## config.mk

```make
export PLATFORM = sky130hd
export DESIGN_NAME = shared_irq_vector
export DESIGN_NICKNAME = d
export VERILOG_FILES = /design/src/rtl/irqv_pkg.sv /design/src/rtl/irqv_widen.sv /design/src/rtl/irqv_encode.sv /design/src/rtl/irqv_read.sv /design/src/rtl/shared_irq_vector.sv
export SDC_FILE = /design/constraint.sdc
export NUM_CORES = 1
export LEC_CHECK = 0
export BUFFER_PORTS_ARGS = -buffer_cell sky130_fd_sc_hd__buf_2
export CORE_MARGIN = 2
export CORE_UTILIZATION = 27
export CTS_BUF_LIST = sky130_fd_sc_hd__clkbuf_4 sky130_fd_sc_hd__clkbuf_8 sky130_fd_sc_hd__clkbuf_16
export DETAILED_ROUTE_END_ITERATION = 10
export REMOVE_ABC_BUFFERS = 1
export SLEW_MARGIN = 10
export SYNTH_ARGS = -nofsm -noshare
export SYNTH_HDL_FRONTEND = slang
export SYNTH_HIERARCHICAL = 1
export SYNTH_SLANG_ARGS = --single-unit
```

## constraint.sdc

```tcl
create_clock -name clk -period 0.8 [get_ports clk]
set_clock_uncertainty 0.15 [all_clocks]
set_input_delay 0 -clock clk [delete_from_list [all_inputs] [get_ports clk]]
set_output_delay 0 -clock clk [all_outputs]
set_load 0.02 [all_outputs]
```

## src/rtl/irqv_pkg.sv

```systemverilog
package irqv_pkg;
    localparam int VEC_W = 8;

    typedef logic [VEC_W-1:0] vec_t;

    typedef enum logic {
        POL_HIGH = 1'b0,
        POL_LOW  = 1'b1
    } pol_e;

    typedef struct packed {
        logic irq;
        vec_t vec;
    } status_t;

    // Level a bit shows when its port is quiet.
    function automatic vec_t idle_word(pol_e p);
        return (p == POL_LOW) ? {VEC_W{1'b1}} : {VEC_W{1'b0}};
    endfunction

    // Convert active-high request bits to the selected bit polarity.
    function automatic vec_t apply_pol(vec_t act, pol_e p);
        return (p == POL_LOW) ? ~act : act;
    endfunction
endpackage

```

## src/rtl/irqv_widen.sv

```systemverilog
module irqv_widen
    import irqv_pkg::*;
#(
    parameter int NUM_PORTS = 8
) (
    input  logic [NUM_PORTS-1:0] port_req,
    output vec_t                 req_w
);
    // Built ports keep their positions; unbuilt ones are tied off as quiet.
    for (genvar i = 0; i < VEC_W; i++) begin : g_bit
        if (i < NUM_PORTS) begin : g_used
            assign req_w[i] = port_req[i];
        end else begin : g_tied
            assign req_w[i] = 1'b0;
        end
    end
endmodule

```

## src/rtl/irqv_encode.sv

```systemverilog
module irqv_encode
    import irqv_pkg::*;
(
    input  logic    clk,
    input  logic    rst,
    input  vec_t    req_w,
    input  pol_e    pol,
    output status_t stat_q
);
    status_t stat_d;

    always_comb begin
        stat_d.irq = |req_w;
        stat_d.vec = apply_pol(req_w, pol);
    end

    always_ff @(posedge clk) begin
        if (rst) begin
            stat_q.irq <= 1'b0;
            stat_q.vec <= idle_word(pol);
        end else begin
            stat_q <= stat_d;
        end
    end
endmodule

```

## src/rtl/irqv_read.sv

```systemverilog
module irqv_read
    import irqv_pkg::*;
(
    input  logic clk,
    input  logic rst,
    input  logic rd_stb,
    input  vec_t vec_q,
    output vec_t rd_q
);
    always_ff @(posedge clk) begin
        if (rst) begin
            rd_q <= '0;
        end else if (rd_stb) begin
            rd_q <= vec_q;
        end
    end
endmodule

```

## src/rtl/shared_irq_vector.sv

```systemverilog
module shared_irq_vector
    import irqv_pkg::*;
#(
    parameter int NUM_PORTS = 8
) (
    input  logic                 clk,
    input  logic                 rst,
    input  logic [NUM_PORTS-1:0] port_req,
    input  logic                 pol_low,
    input  logic                 rd_stb,
    output logic                 irq_out,
    output logic [VEC_W-1:0]     vec_out,
    output logic [VEC_W-1:0]     rd_data
);
    vec_t    req_w;
    status_t stat_q;
    vec_t    rd_q;
    pol_e    pol;

    assign pol = pol_e'(pol_low);

    irqv_widen #(.NUM_PORTS(NUM_PORTS)) u_widen (
        .port_req (port_req),
        .req_w    (req_w)
    );

    irqv_encode u_encode (
        .clk    (clk),
        .rst    (rst),
        .req_w  (req_w),
        .pol    (pol),
        .stat_q (stat_q)
    );

    irqv_read u_read (
        .clk    (clk),
        .rst    (rst),
        .rd_stb (rd_stb),
        .vec_q  (stat_q.vec),
        .rd_q   (rd_q)
    );

    assign irq_out = stat_q.irq;
    assign vec_out = stat_q.vec;
    assign rd_data = rd_q;
endmodule

```

======== Yosys cells after proc, flatten, opt, wreduce, memory -nomap -nowiden ========
Index checks and enable logic that the tools add are counted.
cells by class
  reductions and logical operators ........ 1
  muxes and demuxes ....................... 3
  bitwise gates (word level) .............. 1
operators with widths
  cell              number
  $mux W8           3
  $not A8 Y8        1
  $reduce_or A8 Y1  1
word-level totals
  logic and storage cells ................. 8
  flip-flop bits (word level) ............. 17

======== Longest topological paths before layout ========
  word-level depth ........................ 3
  depth in mapped cells ................... 3

======== Cells and area by module ========
The synthesis kept the hierarchy.
by module, submodules not included
  module       seq. area each (µm²)  cells each  times used  area an instance (µm²)
  irqv_encode  180.2                 29          1           325.3
  irqv_read    160.2                 26          1           285.3
  irqv_widen   0.0                   8           1           60.1

======== Worst setup path before layout ========
No wires, ideal clock.
  kind .................................... reg-to-reg
  from .................................... reg, netlist name u_encode/stat_q[0]
  to ...................................... reg u_read.rd_q[0]
  slack ................................... -0.008 ns
  stages on the path, launching flop included .. 3
  arrival ................................. 0.534 ns
  clock period less this slack ............ 0.808 ns
  cell sequence ........................... dfxtp_1 -> mux2i_1 -> nor2_1
RTL lines
  what                    RTL line         text
  end signal: assignment  irqv_read.sv:14  rd_q <= vec_q;
  end: declaration        irqv_read.sv:8   output vec_t rd_q

======== Worst setup path after layout ========
  from .................................... reg, netlist name u_encode/stat_q[0]
  to ...................................... out vec_out[0]
RTL lines
  what              RTL line                 text
  end: declaration  shared_irq_vector.sv:12  output logic [VEC_W-1:0] vec_out,
No word-level cell between the ends.

==> out/qor.csv <==
stage,metric,value,unit
yosys,syn_area,671,um^2
yosys,synth_warnings,6,
clocking,clock_path_buffers,2,
yosys,yosys-top-cells-area,"dfxtp_1 51%, mux2i_1 12%, xnor2_1 10%",
yosys,ys_seq_elements,17,
outcome,violations,"hold timing, setup timing",
floorplanning,initial_core_util,0.278,
grt,grt_max_degree,14,
clocking,h-tree-depth,1,
grt,grt_most_used_layer,met2,
timing,relSlewSlack,0.804,
timing,fin_crit_sh,1.12,
timing,rsz0062_at_grt,yes,
clocking,post_cts_buffers,0,
placed_design,io_buffers,28,
floorplanning,die_width,53.8,um
critical_path,worstPathRequired,0.65,ns
outcome,status,"complete, but fails checks",
job,cap_violations,0,
routing,drt-pass1-iter-count,4,
timing,min_period,0.900,ns
placed_design,place.gp.congestion,0.652,
power_and_ir_drop,p_comb_frac,0.226,
power_and_ir_drop,pwr-share-seq,0.531,
power_and_ir_drop,p_int,1360,uW
critical_path,cp-start-kind,flip-flop,
routing,wl,1160,um
floorplanning,ios,29,
critical_path,path_buf_inv,1,
timing,timing.hold.ws,-0.167,ns
clocking,cts_tree,built,
yosys,synth_top_area_frac,0.507,
placed_design,place_hpwl,903,um
final_layout,final_util,0.386,
grt,use_met1,0.107,
final_layout,nNetsFinal,98,
timing,final-setup-viol-count,17,
clocking,clkTransAtPathRegs,0.10,ns
routing,drt_iter0_drc,3,
clocking,insertion_delay,0.28,ns
yosys,ys_seq_area_frac,0.507,
grt,globalRouteTotalUtil,0.0946,
clocking,cts_buffers,3,
critical_path,slowest_delay,0.35,ns
power_and_ir_drop,powerDensity,2010,mW/mm^2
critical_path,cp_slowest_cell,dfxtp_2,
clocking,clock_sinks,17,
routing,final_antenna_net_count,0,
yosys,avgSynthCellArea,10.6,um^2
yosys,ys_types,10,
grt,antenna_found_initial,0,
critical_path,path_class,flip-flop to output port,
routing,vias,457,
timing,max_freq,1110,MHz
power_and_ir_drop,leakage,0.000412,uW
power_and_ir_drop,p_sw,514,uW
grt,first_global_vias,425,
routing,vias_per_cell,3.97,
critical_path,critical_path.cell_chain,buf_6,
power_and_ir_drop,p_total,1870,uW
grt,grt_pass1_wl,1850,um
yosys,syn_inst,63,
timing,hold_viol_final,17,
critical_path,path_max_fanout,2,
routing,post-route-drc-count,0,
floorplanning,rows,18,
critical_path,cp.arrival,0.75,ns
floorplanning,die_h,53.8,um
critical_path,cpLargestDelayFamily,flip-flops,
yosys,synth_top_cell_by_area,dfxtp_1,
final_layout,final_layout_size_suffix_gt1_frac,0.588,
worst_hold_path,hp-class,primary input to flip-flop,
timing,fin_tns_setup,-1.56,ns
timing,worst_pin_slew,0.292,ns
grt,grtUsageMet3,0.0250,
grt,met2_usage,0.142,
routing,avgRoutedWirePerCell,10.1,um
floorplanning,core_area,0.00241,mm^2
power_and_ir_drop,irDropWorstVdd,718,uV
final_layout,antenna_cells,0,
power_and_ir_drop,switching_share,0.275,
placed_design,preCtsSetupSlack,-0.0720,ns
final_layout,syn2layout_area_growth,38.8,%
timing,fin_ws,-0.0997,ns
clocking,root_buffer,clkbuf_4,
grt,gr-total-overflow,0,
power_and_ir_drop,p_clk_frac,0.243,
floorplanning,die_area,0.00290,mm^2
timing,drv_slew,0,
critical_path,endpoint_kind,output port,
## repair_timing
| item | in CTS | in global routing |
|---|---|---|
| resized for setup | 51 | 0 |
| hold endpoints to repair | 17 | 16 |
| setup endpoints to repair | 17 | 21 |
| pin swaps | 0 | 1 |
## Yosys cell counts
master    instances
nand2b_1          8
dfxtp_1          17
buf_6             1
mux2i_1           8
buf_4             9
buf_1             1
a21oi_1           1
xnor2_1           8
nor4_1            2
nor2_1            8
## registers in the layout (all words and copies together), names as in the netlist
name	count
u_encode/stat_q	9
u_read/rd_q	8
## layer usage
layer / vias to the layer above / share of wire / routed length [um]
met5: - / 0 / 0
met4: 0 / 0.029 / 34
met3: 2 / 0.053 / 62
met2: 13 / 0.51 / 589
met1: 205 / 0.41 / 474
li1: 237 / - / -
## final cells by class
class	instances	area [um^2]
clock inverter	1	7.51
multi-input combinational	35	248
fill	236	1480
timing repair buffer	29	254
tap	30	37.5
clock buffer	3	22.5
sequential	17	362
## final timing paths
check	from	to	slack, ns	depth (start not counted)
max	u_encode/stat_q[0]$_DFF_P_	vec_out[0]	-0.1	1
min	port_req[6]	u_encode/stat_q[6]$_DFF_P_	-0.17	3
max reg2reg	u_encode/stat_q[4]$_DFF_P_	u_read/rd_q[4]$_SDFFE_PP0P_	0.03	2
min reg2reg	u_read/rd_q[5]$_SDFFE_PP0P_	u_read/rd_q[5]$_SDFFE_PP0P_	0.35	2
## cell usage in the layout (no fill, tap or decap), drive strengths merged
cell      Yosys  final
buf          11     29
dfxtp        17     17
nand2b        8      8
xnor2         8      8
mux2i         8      8
nor2          8      8
clkbuf        0      3
nor4          2      2
clkinvlp      0      1
a21oi         1      1
## stage by stage
step | area (um^2) | instances
global placement | 773 | 111
finish | 931 | 115
global route | 931 | 115
CTS | 931 | 115
detailed placement | 773 | 111
floorplan | 588 | 52
## power groups by stage
stage	Sequential (uW)	Clock, uW	Combinational (uW)
2_1_floorplan	1070	0	95.7
4_1_cts	993	472	428
5_1_grt	1000	515	454
3_3_place_gp	976	0	338
6_report	992	455	423
3_5_place_dp	977	0	340
## cell families (layout without fill, tap and decap cells)
kind of cell,after synthesis,in the layout,synth area share
AOI/OAI and AO/OA,1,1,0.00746
buffers and inverters,11,33,0.123
muxes,8,8,0.119
and+or+nand+nor,18,18,0.138
xor gates and xnor gates,8,8,0.104
DFF,17,17,0.507
(Power assumes the default switching activity.)
